File: src/rtl/blt_pkg.sv
package blt_pkg;
  localparam int SAMPLE_W = 16;
  localparam int DEPTH    = 10;
  localparam int SUM_W    = SAMPLE_W + $clog2(DEPTH);
endpackage

File: src/rtl/blt_abs_diff.sv
module blt_abs_diff #(
  parameter int W    = 16,
  parameter bit SWAP = 1'b0
) (
  input  logic signed [W-1:0] x_i,
  input  logic signed [W-1:0] y_i,
  output logic        [W-1:0] mag_o
);
  logic signed [W:0] d;
  logic signed [W:0] m;

  always_comb begin
    if (SWAP) d = {y_i[W-1], y_i} - {x_i[W-1], x_i};
    else      d = {x_i[W-1], x_i} - {y_i[W-1], y_i};
    m     = d[W] ? -d : d;
    mag_o = m[W-1:0];  // |d| <= 2^W-1 fits W bits unsigned
  end
endmodule

File: src/rtl/blt_window_sum.sv
module blt_window_sum #(
  parameter int DEPTH = 10,
  parameter int DW    = 16,
  parameter int SW    = 20
) (
  input  logic          clk_i,
  input  logic          rst_ni,
  input  logic          clr_i,
  input  logic          push_i,
  input  logic [DW-1:0] din_i,
  output logic [SW-1:0] sum_o,
  output logic [SW-1:0] sum_next_o
);
  logic [DW-1:0] taps_q [DEPTH];
  logic [SW-1:0] sum_q;

  assign sum_next_o = sum_q + SW'(din_i) - SW'(taps_q[DEPTH-1]);
  assign sum_o      = sum_q;

  always_ff @(posedge clk_i or negedge rst_ni) begin
    if (!rst_ni) begin
      for (int i = 0; i < DEPTH; i++) taps_q[i] <= '0;
      sum_q <= '0;
    end else if (clr_i) begin
      for (int i = 0; i < DEPTH; i++) taps_q[i] <= '0;
      sum_q <= '0;
    end else if (push_i) begin
      taps_q[0] <= din_i;
      for (int i = 1; i < DEPTH; i++) taps_q[i] <= taps_q[i-1];
      sum_q <= sum_next_o;
    end
  end


  clr_empties_chk: assert property (@(posedge clk_i) disable iff (!rst_ni)
    clr_i |=> (sum_o == '0));


  idle_holds_chk: assert property (@(posedge clk_i) disable iff (!rst_ni)
    (!clr_i && !push_i) |=> $stable(sum_o));
endmodule

File: src/rtl/beam_loss_trip.sv
module beam_loss_trip
  import blt_pkg::*;
#(
  parameter int SW_P  = SAMPLE_W,
  parameter int DEP_P = DEPTH,
  parameter int SUM_P = SUM_W
) (
  input  logic              clk_i,
  input  logic              rst_ni,
  input  logic              man_rst_i,
  input  logic              ilk_rst_i,
  input  logic [SW_P-1:0]   a_data_i,
  input  logic              a_valid_i,
  input  logic [SW_P-1:0]   b_data_i,
  input  logic              b_valid_i,
  input  logic [SW_P-1:0]   pulse_lim_i,
  input  logic [SUM_P-1:0]  sum_lim_i,
  input  logic [SW_P-1:0]   a_max_i,
  input  logic [SW_P-1:0]   b_max_i,
  output logic              permit_o,
  output logic [SW_P-1:0]   diff_o,
  output logic [SUM_P-1:0]  sum_o
);
  logic signed [SW_P-1:0] a_q, b_q;
  logic                   a_have_q, b_have_q;
  logic                   trip_q;
  logic [SW_P-1:0]        diff_q;
  logic [SW_P-1:0]        mag [2];
  logic [SUM_P-1:0]       sum_next;
  logic                   pair, clr;
  logic                   pulse_hit, sum_hit, int_hit, mism_hit;

  assign pair = a_have_q & b_have_q;
  assign clr  = man_rst_i | (ilk_rst_i & trip_q);

  // capture each channel independently; a pair fires once both are held
  always_ff @(posedge clk_i or negedge rst_ni) begin
    if (!rst_ni) begin
      a_q      <= '0;
      b_q      <= '0;
      a_have_q <= 1'b0;
      b_have_q <= 1'b0;
    end else begin
      if (a_valid_i) a_q <= a_data_i;
      if (b_valid_i) b_q <= b_data_i;
      a_have_q <= a_valid_i | (a_have_q & ~pair);
      b_have_q <= b_valid_i | (b_have_q & ~pair);
    end
  end

  // opposite-order engines guard against a common-mode fault
  for (genvar g = 0; g < 2; g++) begin : g_eng
    blt_abs_diff #(.W(SW_P), .SWAP(g == 1)) u_eng (
      .x_i  (a_q),
      .y_i  (b_q),
      .mag_o(mag[g])
    );
  end

  blt_window_sum #(.DEPTH(DEP_P), .DW(SW_P), .SW(SUM_P)) u_win (
    .clk_i     (clk_i),
    .rst_ni    (rst_ni),
    .clr_i     (clr),
    .push_i    (pair),
    .din_i     (mag[0]),
    .sum_o     (sum_o),
    .sum_next_o(sum_next)
  );

  always_comb begin
    pulse_hit = (mag[0] > pulse_lim_i) | (mag[1] > pulse_lim_i);
    sum_hit   = sum_next > sum_lim_i;
    int_hit   = (a_q > $signed(a_max_i)) | (b_q > $signed(b_max_i));
    mism_hit  = mag[0] != mag[1];
  end

  always_ff @(posedge clk_i or negedge rst_ni) begin
    if (!rst_ni) begin
      trip_q <= 1'b0;
      diff_q <= '0;
    end else if (clr) begin
      trip_q <= 1'b0;
      diff_q <= '0;
    end else if (pair) begin
      diff_q <= mag[0];
      if (pulse_hit | sum_hit | int_hit | mism_hit) trip_q <= 1'b1;
    end
  end

  assign permit_o = ~trip_q;
  assign diff_o   = diff_q;


  eng_agree_chk: assert property (@(posedge clk_i) disable iff (!rst_ni)
    pair |-> (mag[0] == mag[1]));


  pulse_trip_chk: assert property (@(posedge clk_i) disable iff (!rst_ni)
    (pair && !clr && mag[0] > pulse_lim_i) |=> !permit_o);


  trip_hold_chk: assert property (@(posedge clk_i) disable iff (!rst_ni)
    (!permit_o && !man_rst_i && !ilk_rst_i) |=> !permit_o);


  ilk_masked_chk: assert property (@(posedge clk_i) disable iff (!rst_ni)
    (permit_o && ilk_rst_i && !man_rst_i && !pair) |=> ($stable(sum_o) && permit_o));
endmodule

File: config.mk
export PLATFORM = sky130hd
export DESIGN_NAME = beam_loss_trip
export DESIGN_NICKNAME = d
export VERILOG_FILES = /design/src/rtl/blt_pkg.sv /design/src/rtl/blt_abs_diff.sv /design/src/rtl/blt_window_sum.sv /design/src/rtl/beam_loss_trip.sv
export SDC_FILE = /design/constraint.sdc
export NUM_CORES = 1
export LEC_CHECK = 0
export BUFFER_PORTS_ARGS = -buffer_cell sky130_fd_sc_hd__buf_2
export CORE_ASPECT_RATIO = 0.5
export CORE_MARGIN = 2
export CORE_UTILIZATION = 55
export DETAILED_ROUTE_END_ITERATION = 10
export PLACE_DENSITY = 0.78
export SYNTH_ARGS = -nofsm -noshare
export SYNTH_HDL_FRONTEND = slang
export SYNTH_SLANG_ARGS = --single-unit
export TNS_END_PERCENT = 5
File: constraint.sdc
create_clock -name clk_i -period 10.6 [get_ports clk_i]
set_input_delay 1.59 -clock clk_i [delete_from_list [all_inputs] [get_ports clk_i]]
set_output_delay 1.59 -clock clk_i [all_outputs]
set_load 0.01 [all_outputs]
Yosys cells after proc, flatten, opt, wreduce, memory -nomap -nowiden
Index checks and enable logic that the tools add are counted.
{"block": "word_totals", "latch_bits": 0, "inputBits": 106, "rom_bits": 0, "memories": 0, "ramBits": 0, "regBits": 231}
{"block": "op_classes", "n_eq_ne": 1, "magnitude_cmp": 5, "n_reduce_logical": 3, "n_addsub": 6, "multipliers": 0, "n_mux": 11, "bitwise": 14, "n_div": 0, "n_shift": 0}
{"cell": "$mux W160", "n": 2}
{"cell": "$gt A16 B16 Y1", "n": 4}
{"cell": "$mux W16", "n": 4}
{"cell": "$mux W20", "n": 2}
{"cell": "$sub A16 B16 Y17", "n": 2}
{"cell": "$neg A16 Y16", "n": 2}
{"cell": "$add A20 B16 Y20", "n": 1}
{"cell": "$gt A20 B20 Y1", "n": 1}
{"cell": "$sub A20 B16 Y20", "n": 1}
{"cell": "$ne A16 B16 Y1", "n": 1}
{"cell": "$or A1 B1 Y1", "n": 8}
{"cell": "$and A1 B1 Y1", "n": 4}
{"cell": "$reduce_bool A2 Y1", "n": 2}
{"cell": "$mux W1", "n": 3}
{"cell": "$not A1 Y1", "n": 2}
{"cell": "$reduce_and A2 Y1", "n": 1}

Logic depth before layout (Yosys ltp)
{"block": "logic_depth", "depth_word": 12, "depth_mapped": 35, "mapped_depth_nobuf": 35}

Cells and area by module
A second synthesis with hierarchy kept.
{"block": "hier_totals", "hier_cells": 1616, "area_unflattened_um2": 15367.2}
{"mod": "blt_window_sum", "instances": 1, "cells_each": 828, "seq_area_each_um2": 4504.3, "area_each_um2": 8841.0}
{"mod": "beam_loss_trip", "instances": 1, "cells_each": 454, "seq_area_each_um2": 1276.2, "area_each_um2": 4164.0}
{"mod": "blt_abs_diff", "instances": 2, "cells_each": 167, "seq_area_each_um2": 0.0, "area_each_um2": 1181.1}

Worst setup path after synthesis
OpenSTA, ideal clock, no wires.
{"block": "synth_timing", "kind": "reg2reg", "startpoint": "register a_q[0]", "endpoint": "register trip_q", "synth_period_minus_slack_ns": 7.790, "path_slack_ns": 2.810, "n_path_buf": 0, "setup_ns": 0.130, "stages_incl_launch_ff": 36, "t_required_ns": 10.470, "arrival_ns": 7.660, "path_cell_list": "dfrtp_1 -> inv_1 -> ha_1 -> inv_1 -> fa_1 -> a21o_1 -> a311o_1 -> o211ai_2 -> a21o_1 -> mux2i_1 -> inv_1 -> fa_1 -> ha_1 -> a21o_1 -> a21oi_1 -> o21ai_1 -> a41o_1 -> o41a_1 -> a21o_1 -> a41o_1 -> or3_1 -> a41oi_2 -> nand2_1 -> xnor2_1 -> ha_1 -> and4_1 -> nand4_1 -> nor2_1 -> a221oi_1 -> o211ai_1 -> o41ai_1 -> o21ai_0 -> or4_1 -> or4_1 -> nor4_2 -> a31oi_1"}
{"block": "synth_between", "elab_chain_cells": 11, "word_cells_on_any_way": 20, "classes_between": "add/sub (6); order compare (4); eq/ne (1); mux (2); bitwise (5); reduce/logical (2)"}
{"item": "start, declared", "line_no": "beam_loss_trip.sv:24", "source": "logic signed [SW_P-1:0] a_q, b_q;"}
{"item": "start signal, assigned", "line_no": "beam_loss_trip.sv:44", "source": "if (a_valid_i) a_q <= a_data_i;"}
{"item": "$sub A16 B16 Y17"}
{"item": "$neg A16 Y16", "line_no": "blt_abs_diff.sv:15", "source": "m = d[W] ? -d : d;"}
{"item": "$mux W16", "line_no": "blt_abs_diff.sv:15"}
{"item": "$add A20 B16 Y20", "line_no": "blt_window_sum.sv:17", "source": "assign sum_next_o = sum_q + SW'(din_i) - SW'(taps_q[DEPTH-1]);"}
{"item": "$sub A20 B16 Y20", "line_no": "blt_window_sum.sv:17"}
{"item": "$gt A20 B20 Y1", "line_no": "beam_loss_trip.sv:72", "source": "sum_hit = sum_next > sum_lim_i;"}
{"item": "$or A1 B1 Y1 (2 in a row)", "line_no": "beam_loss_trip.sv:86", "source": "if (pulse_hit | sum_hit | int_hit | mism_hit) trip_q <= 1'b1;"}
{"item": "$or A1 B1 Y1 (*)", "line_no": "beam_loss_trip.sv:86"}
{"item": "$reduce_bool A2 Y1 (no line) (*)"}
{"item": "$reduce_and A2 Y1 (no line) (*)"}
{"item": "end signal, assigned", "line_no": "beam_loss_trip.sv:79", "source": "trip_q <= 1'b0;"}
{"item": "end signal, assigned", "line_no": "beam_loss_trip.sv:82", "source": "trip_q <= 1'b0;"}
{"item": "end signal, assigned", "line_no": "beam_loss_trip.sv:86"}
{"item": "end, declared", "line_no": "beam_loss_trip.sv:26", "source": "logic trip_q;"}
Mark *: on every way between the ends. The rest lies on a longest branch, timed or not.
A chain may end at the register's enable or synchronous reset.

Worst setup path in the final report
Same ends and word-level chain as after synthesis.

==> results.md <==
- Status: complete, no violations
- Top FF cell, synth: dfrtp_1
- Hold WS: between 0.4 and 0.5 ns
- CP Buf/Inv Count: 3
- Core area: around 24,000 um^2
- Clk Latency, worst-skew pair: 0.53 ns
- Cell Rows: 40
- Tightest Pin Transition: 1.153 ns
- HPWL after DPL: 26.47 mm
- P&R area growth vs syn: 11.32%
- EDFF count, synth: 0
- DRT antenna net count: 0
- Crit Path Max Fanout: 5
- Syn Inst Count: 1,360
- Gr ovfl total: 0
- Ranking of synthesized cells by area: dfrtp_1 (39%), ha_1 (13%), a22o_1 (11%)
- First-pass GRT wire length: approximately 57 mm
- Max stage delay on crit path: 0.51 ns
- RR Endpoint: trip_q
- Most frequent cell after synthesis: dfrtp_1
- Post-CTS Setup Inserts: 0
- Maximum vdd ir drop: roughly 150 uV
- P_leak: 7.701 nW
- Synthesized Nets: 1,621
- Drc violations: 0
- CTS tree: built
- Top-area cell type share of the netlist area: about two fifths
- Clock root buffer: clkbuf_16
- Final Critical Period: 8.800 ns
- Worst EP arrival: between 9 and 10 ns
- Cell Area, Synth: about 14,000 um^2
- Setup Skew: 0.02951 ns
- End of the critical path: trip_q
- Area leader, netlist: dfrtp_1
- # hold bufs at CTS: 0
- Fraction of registers with async set or reset after synthesis: 100.0%
- Crit. path cell count: 35
- Internal reg-to-reg setup slack: around 1.8 ns
- Sinks on Clock Net: approximately 220
- Crit path from: a_q[0]
- Crit start category: flop
- Routed wire length: between 30 and 40 mm
- I/O Pins: about 140
- Clock Pin Slew Worst Setup and Hold Paths: about 0.070 ns
- Fin. max-slew vios: 0
- RSZ-0062 raised after global routing: false
- Worst rel slew slack: 23.14%
- DIE AREA: between 20,000 and 30,000 um^2
- Post-CTS resize count: 0
- Final Cycle Share: about 83%
- Avg Cell Area, Syn: about 10 um^2
- RR Startpoint: a_q[0]
- Ys Warns: 0
- Crit end category: flop
- WL/cell: just under 20 um
- Die Ht: between 100 and 150 um
- Hold crit path type: flop to flop
- Register area share after synthesis: 39.25%
- Fin. Hold Viols: 0
- Final setup vio count: 0
- CP delay by family, top: compound AO/OA/AOI/OAI gates
- IO Port Bufs: 142
- FF+latch count, synth: between 200 and 250
- Setup TNS: 0 ns
- Layout cells sized above 1: 14.89%
- Reg2Reg Depth: 35
- Via Count: approximately 11,000
- TritonRoute pass-1 iters: 5
- All-Layer GR Usage: 27.76%
- Chip width: roughly 230 um
- Initial Util: between 50% and 60%
- Worst path slowest cell: fa_1
- Cell Pwr Density: around 270 nW/um^2
- Most numerous cell on the critical path: a21o_1
- CTS Buf Count: 21
- Max frequency: approximately 0.11 GHz
- Vias in the first global route: about 11,000
- Largest net degree at the start of global routing: 117
- Post-synth top cells: dfrtp_1 (215), a22o_1 (172), inv_1 (151), ha_1 (137), nand2_1 (86)
- GP Congestion: roughly 0.95
- Initial antenna violation count: 1
- Count of different cell masters after synthesis: slightly below 80
- Max cap viols: 0
- Via-per-instance ratio: 5.939
- Clock Path Buffers: 3
- DRT iter0 DRCs: ~860
- Net count reported at finish: between 1,500 and 2,000
- Setup Crit Path Kind: flop to flop
- CP Data Required Time: between 10 and 15 ns
- H-tree levels: 1
## worst min-delay path by stage
stage,start,end,slack [ns],cells past startpoint
3_3_place_gp,u_win.taps_q[108],u_win.taps_q[108],0.48,1
6_report,u_win.taps_q[20],u_win.taps_q[4],0.49,1
5_1_grt,u_win.taps_q[116],u_win.taps_q[116],0.51,1
4_1_cts,u_win.taps_q[20],u_win.taps_q[4],0.50,1
3_5_place_dp,u_win.taps_q[10],u_win.taps_q[10],0.48,1
2_1_floorplan,u_win.taps_q[10],u_win.taps_q[10],0.47,1
## final cells by class
class	count	area, um^2
multi-input combinational	918	7405
timing repair buffer	153	802.0
clock buffer	28	571.8
sequential	215	5380
fill	1966	8964
antenna	1	2.502
inverter	151	566.8
tap	336	420.4
clock inverter	6	111.4
## registers in the layout (all words and copies together), names as in the netlist
register / count
trip_q: 1
u_win.sum_o: 20
b_have_q: 1
a_have_q: 1
u_win.taps_q: 144
a_q: 16
diff_o: 16
b_q: 16
## metrics by stage
step	worst slack (ns)	power, W	utilization (%)	std cells	cell area (um^2)
global route	1.395	0.004400	62.99	1807	15260
global placement	2.237	0.003216	60.17	1773	14570
detailed placement	1.915	0.003290	60.17	1773	14570
floorplan	2.810	0.002682	-	1360	13710
CTS	1.881	0.004080	62.99	1807	15260
finish	1.800	0.004094	63.00	1808	15260
## power by group
| part | switching (W) | internal, W | total [W] |
|---|---|---|---|
| registers | 0.0000631 | 0.000870 | 0.000933 |
| clock network | 0.000324 | 0.000451 | 0.000775 |
| logic | 0.00138 | 0.00101 | 0.00239 |
## cells by family after synthesis
| logic type | share of synthesized area (%) |
|---|---|
| buf+inv | 6.873 |
| mux | 0.3742 |
| flops | 39.25 |
| compound gates | 23.55 |
| fa+ha+maj | 15.13 |
| xor+xnor | 5.622 |
| simple gates | 9.200 |
## per-layer routing
layer | wire length [um] | up-vias | GRT usage (%)
li1 | - | 5067 | -
met5 | 0 | - | 0
met2 | 16320 | 268 | 44.41
met3 | 1560 | 82 | 4.615
met1 | 16340 | 5320 | 38.85
met4 | 1267 | 0 | 9.412
## layout by cell type (no fill, tap or decap), types with 11 or more instances in the layout
master and instances:
a21o_1 26, fa_1 18, nor3_1 14, nor2_1 49, xor2_1 25, dfrtp_1 215, clkbuf_16 21, nand4_1 18
buf_2 141, buf_4 11, o21a_1 12, o21ai_0 60, a22o_1 172, xnor2_1 46, ha_1 137, a21oi_1 72
nand2_1 86, nand3_1 16, inv_1 151
Power figures use the tool's default switching activity.
